### src/rtl/tlc_pkg.sv
package tlc_pkg;
   localparam int DIRS  = 3;
   localparam int IDX_N = 0;
   localparam int IDX_S = 1;
   localparam int IDX_E = 2;
   typedef logic [DIRS-1:0] dir_vec_t;
endpackage

### src/rtl/tlc_req_latch.sv
module tlc_req_latch
   import tlc_pkg::*;
#(
   parameter int W = DIRS
) (
   input  logic         clk,
   input  logic         rst,
   input  logic [W-1:0] set_i,
   input  logic [W-1:0] clr_i,
   output logic [W-1:0] req_o
);
   initial begin
      if (W < 1) $error("tlc_req_latch: W must be positive");
   end

   for (genvar g = 0; g < W; g++) begin : g_bit
      always_ff @(posedge clk) begin
         if (rst)            req_o[g] <= 1'b0;
         else if (clr_i[g])  req_o[g] <= 1'b0;
         else if (set_i[g])  req_o[g] <= 1'b1;
      end


      clr_wins_chk: assert property (@(posedge clk) disable iff (rst)
         clr_i[g] |=> !req_o[g]);

      set_sticks_chk: assert property (@(posedge clk) disable iff (rst)
         (set_i[g] && !clr_i[g]) |=> req_o[g]);
   end
endmodule

### src/rtl/tlc_ns_lane.sv
module tlc_ns_lane (
   input  logic clk,
   input  logic rst,
   input  logic req_n,
   input  logic req_s,
   input  logic req_e,
   input  logic sense_n,
   input  logic sense_s,
   output logic go_n,
   output logic go_s,
   output logic hold,
   output logic clr_n,
   output logic clr_s
);
   logic n_on, n_off, s_on, s_off;
   logic go_n_nx, go_s_nx, hold_nx;

   always_comb begin
      n_on  = req_n && !go_n && !req_e;
      s_on  = req_s && !go_s && !req_e;
      n_off = !n_on && go_n && !sense_n;
      s_off = !s_on && go_s && !sense_s;
      clr_n = n_off;
      clr_s = s_off;

      go_n_nx = go_n;
      if (n_on)       go_n_nx = 1'b1;
      else if (n_off) go_n_nx = 1'b0;
      go_s_nx = go_s;
      if (s_on)       go_s_nx = 1'b1;
      else if (s_off) go_s_nx = 1'b0;

      // north's hold decision, then south's overrides
      hold_nx = hold;
      if (n_on)                              hold_nx = 1'b1;
      else if (n_off && (!go_s || !sense_s)) hold_nx = 1'b0;
      if (s_on)                              hold_nx = 1'b1;
      else if (s_off && !(go_n || n_on))     hold_nx = 1'b0;
   end

   always_ff @(posedge clk) begin
      if (rst) begin
         go_n <= 1'b0;
         go_s <= 1'b0;
         hold <= 1'b0;
      end else begin
         go_n <= go_n_nx;
         go_s <= go_s_nx;
         hold <= hold_nx;
      end
   end


   hold_covers_chk: assert property (@(posedge clk) disable iff (rst)
      (go_n || go_s) |-> hold);

   n_waits_east_chk: assert property (@(posedge clk) disable iff (rst)
      $rose(go_n) |-> $past(!req_e));

   s_waits_east_chk: assert property (@(posedge clk) disable iff (rst)
      $rose(go_s) |-> $past(!req_e));

   n_off_chk: assert property (@(posedge clk) disable iff (rst)
      (go_n && !sense_n) |=> !go_n);
endmodule

### src/rtl/tlc_east_lane.sv
module tlc_east_lane (
   input  logic clk,
   input  logic rst,
   input  logic req_e,
   input  logic hold,
   input  logic sense_e,
   output logic go_e,
   output logic clr_e
);
   logic e_on;

   always_comb begin
      e_on  = req_e && !hold && !go_e;
      clr_e = !e_on && go_e && !sense_e;
   end

   always_ff @(posedge clk) begin
      if (rst)        go_e <= 1'b0;
      else if (e_on)  go_e <= 1'b1;
      else if (clr_e) go_e <= 1'b0;
   end


   e_needs_free_chk: assert property (@(posedge clk) disable iff (rst)
      $rose(go_e) |-> $past(!hold));

   e_off_chk: assert property (@(posedge clk) disable iff (rst)
      (go_e && !sense_e) |=> !go_e);
endmodule

### src/rtl/tlc_intersection.sv
module tlc_intersection
   import tlc_pkg::*;
(
   input  logic clk,
   input  logic rst,
   input  logic sense_n,
   input  logic sense_s,
   input  logic sense_e,
   output logic go_n,
   output logic go_s,
   output logic go_e
);
   dir_vec_t sense_v, clr_v, req_v;
   logic     hold;
   logic     clr_n, clr_s, clr_e;

   always_comb begin
      sense_v        = '0;
      sense_v[IDX_N] = sense_n;
      sense_v[IDX_S] = sense_s;
      sense_v[IDX_E] = sense_e;
      clr_v          = '0;
      clr_v[IDX_N]   = clr_n;
      clr_v[IDX_S]   = clr_s;
      clr_v[IDX_E]   = clr_e;
   end

   tlc_req_latch #(.W(DIRS)) u_req (
      .clk   (clk),
      .rst   (rst),
      .set_i (sense_v),
      .clr_i (clr_v),
      .req_o (req_v)
   );

   tlc_ns_lane u_ns (
      .clk     (clk),
      .rst     (rst),
      .req_n   (req_v[IDX_N]),
      .req_s   (req_v[IDX_S]),
      .req_e   (req_v[IDX_E]),
      .sense_n (sense_n),
      .sense_s (sense_s),
      .go_n    (go_n),
      .go_s    (go_s),
      .hold    (hold),
      .clr_n   (clr_n),
      .clr_s   (clr_s)
   );

   tlc_east_lane u_e (
      .clk     (clk),
      .rst     (rst),
      .req_e   (req_v[IDX_E]),
      .hold    (hold),
      .sense_e (sense_e),
      .go_e    (go_e),
      .clr_e   (clr_e)
   );


   cross_green_chk: assert property (@(posedge clk) disable iff (rst)
      !(go_e && (go_n || go_s)));

   reset_clear_chk: assert property (@(posedge clk)
      rst |=> (!go_n && !go_s && !go_e && !hold && (req_v == '0)));
endmodule

### config.mk
export PLATFORM = sky130hd
export DESIGN_NAME = tlc_intersection
export DESIGN_NICKNAME = d
export VERILOG_FILES = /design/src/rtl/tlc_pkg.sv /design/src/rtl/tlc_req_latch.sv /design/src/rtl/tlc_ns_lane.sv /design/src/rtl/tlc_east_lane.sv /design/src/rtl/tlc_intersection.sv
export SDC_FILE = /design/constraint.sdc
export NUM_CORES = 1
export LEC_CHECK = 0
export BUFFER_PORTS_ARGS = -buffer_cell sky130_fd_sc_hd__buf_2
export CAP_MARGIN = 20
export CORE_AREA = 2 2 39 41
export DETAILED_ROUTE_END_ITERATION = 16
export DIE_AREA = 0 0 41 43
export MAX_ROUTING_LAYER = met4
export PLACE_DENSITY = 0.38
export SYNTH_ARGS = -nofsm -noshare
export SYNTH_HDL_FRONTEND = slang
export SYNTH_SLANG_ARGS = --single-unit
### constraint.sdc
create_clock -name clk -period 2.1 [get_ports clk]
set_clock_uncertainty 0.05 [all_clocks]
set_input_delay 0.105 -clock clk [delete_from_list [all_inputs] [get_ports clk]]
set_output_delay 0.105 -clock clk [all_outputs]
set_load 0.005 [all_outputs]
==> flow_metrics.py <==
metrics = {
    "routing": {
        "ant_nets": 0,
        "detail_route.iter0.violations": 3,
        "wl_per_cell_um": 8.63,
        "met2RoutedLength_um": 255,
        "route.layer.met1.wl_um": 214,
        "routed-via-count": 221,
        "via_per_inst": 3.95,
        "detailedRoute.firstPassIterationCount": 2,
        "highest_layer": "met3",
        "wl_met3_um": 13,
        "totalWireLength_um": 483,
        "post-route-drc-count": 0,
    },
    "job": {
        "max_cap_violations": 0,
    },
    "sta": {
        "fin_crit_sh": 0.455,
        "worst_slew_margin_rel": 0.870,
        "setup_ws_ns": 1.14,
        "worst-slew-pin-transition_ns": 0.192,
        "finalHoldViolCount": 0,
        "final_period_minus_worst_setup_slack_ns": 0.957,
        "rsz0062_at_grt": "false",
        "tns_setup_ns": 0,
        "report.final.setup_viol": 0,
        "fmax_ghz": 1.05,
        "report.final.slew_viol_count": 0,
    },
    "logic_synthesis": {
        "ff_latch_count_synth": 7,
        "synth_fp_nets": 34,
        "asyncSetResetFlopFracSynth": 0,
        "yosys_warnings": 0,
        "prevailing_post_synth_register_cell": "sky130_fd_sc_hd__dfxtp_1",
        "postSynthAreaPerCell_um2": 8.97,
        "synth_seq_area_share": 0.538,
        "netlist.top_cell.by_area": "sky130_fd_sc_hd__dfxtp_1",
        "edff_count_synth": 0,
        "synth_most_common_cell": "sky130_fd_sc_hd__nor2_1",
        "synth_largest_type_area_fraction": 0.538,
        "post_synth_main_area_contributors": "sky130_fd_sc_hd__dfxtp_1 54%, sky130_fd_sc_hd__nor2_1 13%, sky130_fd_sc_hd__a22oi_1 5.8%",
        "netlist_instances": 29,
        "synth_commonest_cells": "9 x sky130_fd_sc_hd__nor2_1, 7 x sky130_fd_sc_hd__dfxtp_1, 2 x sky130_fd_sc_hd__a21oi_1, 2 x sky130_fd_sc_hd__a22oi_1, 2 x sky130_fd_sc_hd__inv_1",
        "synth.cell_area_um2": 260,
        "synthDistinctLibCells": 12,
    },
    "critical_path": {
        "worst-endpoint-arrival_ns": 0.80,
        "timing.critical_path.from_type": "register",
        "reg2reg_to": "u_ns.hold$_SDFFE_PP0P_",
        "critical_path.cell_chain": "buf_2",
        "setup.worst_path.end_class": "output port",
        "largest_fanout_of_any_net_on_the_critical_path": 5,
        "path_buf_inv": 1,
        "ff2ff_path_depth": 3,
        "worst_ep_required_time_ns": 1.95,
        "cpPeakStageDelay_ns": 0.41,
        "crit-reg2reg-launch": "u_ns.go_n$_SDFFE_PP0P_",
        "critical_path_class": "reg2out",
        "rrSetupSlack_ns": 1.17,
        "cp_top_family": "flip-flops",
        "slowest_stage": "sky130_fd_sc_hd__dfxtp_1",
    },
    "floorplan": {
        "die-height_um": 43,
        "num_rows": 14,
        "core_area_um2": 1380,
        "fp.dieArea_um2": 1760,
        "die_x_um": 41,
        "ios": 8,
        "initial_core_util": 0.188,
    },
    "cts": {
        "clock_sink_count": 7,
        "clock_tree.buffer_depth": 2,
        "cts_htree_levels": 1,
        "clk-insertion-delay-late_ns": 0.24,
        "clkSlewWorstSetupHoldPaths_ns": 0.05,
        "cts.repair_timing.setup_buffer_count": 0,
        "tritoncts.num_buffers": 3,
        "post_cts_resized": 0,
        "cts_hold_buf": 0,
        "tritoncts": "built",
        "clock-root-buffer": "sky130_fd_sc_hd__clkbuf_4",
    },
    "grt": {
        "pin_count_of_the_biggest_net_entering_global_routing": 8,
        "grt_first_pass_wirelength_um": 814,
        "grt_antenna_before_repair": 0,
        "grt_pass1_vias": 211,
        "total_track_usage": 0.0723,
        "overflow_after_grt": 0,
    },
    "placed_design": {
        "numPortBuffers": 7,
        "pre_cts_slack_ns": 1.18,
        "gpl.final_weighted_congestion": 0.686,
    },
    "worst_hold_path": {
        "min_path_cells": 3,
        "timing.hold.worst_endpoint": "u_req.req_o[2]$_SDFFE_PP0P_",
        "worst_hold_path_type": "in2reg",
        "worstHoldStart": "sense_e",
    },
    "final_layout": {
        "nets": 46,
        "antenna_cells": 0,
        "layout-area-overhead-vs-synth_pct": 31.2,
        "layout.area.seq_um2": 140,
        "final_layout_fill_cell_count": 167,
        "finish.utilization": 0.247,
        "drive_gt1_frac": 0.325,
        "multi_input_comb_area_um2": 113,
    },
    "status": {
        "outcome": "finished clean",
    },
    "power": {
        "power_leakage_nw": 0.149,
        "vdd_ir_drop_max_mv": 0.281,
        "power_per_cell_area_nw_per_um2": 887,
    },
}
-- sequential cells by signal (all words and copies together) (netlist names) --
name / count
u_ns.go_s: 1
u_e.go_e: 1
u_ns.go_n: 1
u_req.req_o: 3
u_ns.hold: 1
-- worst max-delay path by stage --
stage / endpoint / startpoint / depth (start not counted)
finish: go_s / u_ns.go_s$_SDFFE_PP0P_ / 1
detailed placement: u_ns.hold$_SDFFE_PP0P_ / u_ns.go_s$_SDFFE_PP0P_ / 3
global placement: u_ns.hold$_SDFFE_PP0P_ / u_ns.go_s$_SDFFE_PP0P_ / 3
global route: go_s / u_ns.go_s$_SDFFE_PP0P_ / 1
CTS: go_s / u_ns.go_s$_SDFFE_PP0P_ / 1
floorplan: u_ns.hold$_SDFFE_PP0P_ / u_ns.go_n$_SDFFE_PP0P_ / 3
-- cell type report --
class	instances	area share
timing repair buffer	7	0.103
clock buffer	4	0.0769
tap	16	0.0586
sequential	7	0.410
inverter	2	0.0220
multi-input combinational	20	0.330
-- metal layers --
metal,GRT usage,up-vias
met3,0.0157,0
li1,-,120
met1,0.0782,97
met2,0.0969,4
met4,0.0800,0
met5,-,-
-- per-stage QoR --
step	cells	hold WS (ns)	total power [mW]	instance area, um2
after floorplan	29	0.117	0.175	260
after global placement	52	0.281	0.189	315
after detailed placement	52	0.290	0.190	315
after CTS	56	0.0324	0.311	342
after global routing	56	0.0349	0.327	342
final	56	0.0359	0.303	342
-- layout by cell type, fill, tap and decap left out --
cell type,instances
sky130_fd_sc_hd__a22o_1,1
sky130_fd_sc_hd__nor3b_1,1
sky130_fd_sc_hd__o21ai_2,1
sky130_fd_sc_hd__a21oi_1,2
sky130_fd_sc_hd__o21ai_0,1
sky130_fd_sc_hd__a21oi_2,1
sky130_fd_sc_hd__a22oi_1,2
sky130_fd_sc_hd__inv_1,2
sky130_fd_sc_hd__clkbuf_1,1
sky130_fd_sc_hd__clkbuf_4,3
sky130_fd_sc_hd__nor2_1,9
sky130_fd_sc_hd__buf_2,7
sky130_fd_sc_hd__dfxtp_1,7
sky130_fd_sc_hd__nor2b_1,1
sky130_fd_sc_hd__nor2b_2,1
-- cells by family (layout without fill, tap and decap cells) --
family | count (synthesis) | count (layout) | share of synthesized area
simple gates | 12 | 12 | 0.216
compound gates | 8 | 8 | 0.216
flops | 7 | 7 | 0.538
buf+inv | 2 | 13 | 0.0289
-- power by group --
group / internal [mW] / total, mW / switching [mW]
Combinational: 0.0177 / 0.0356 / 0.0179
Clock: 0.0722 / 0.116 / 0.0440
Sequential: 0.144 / 0.151 / 0.00730
No activity file was read; power rests on OpenSTA's default activity.
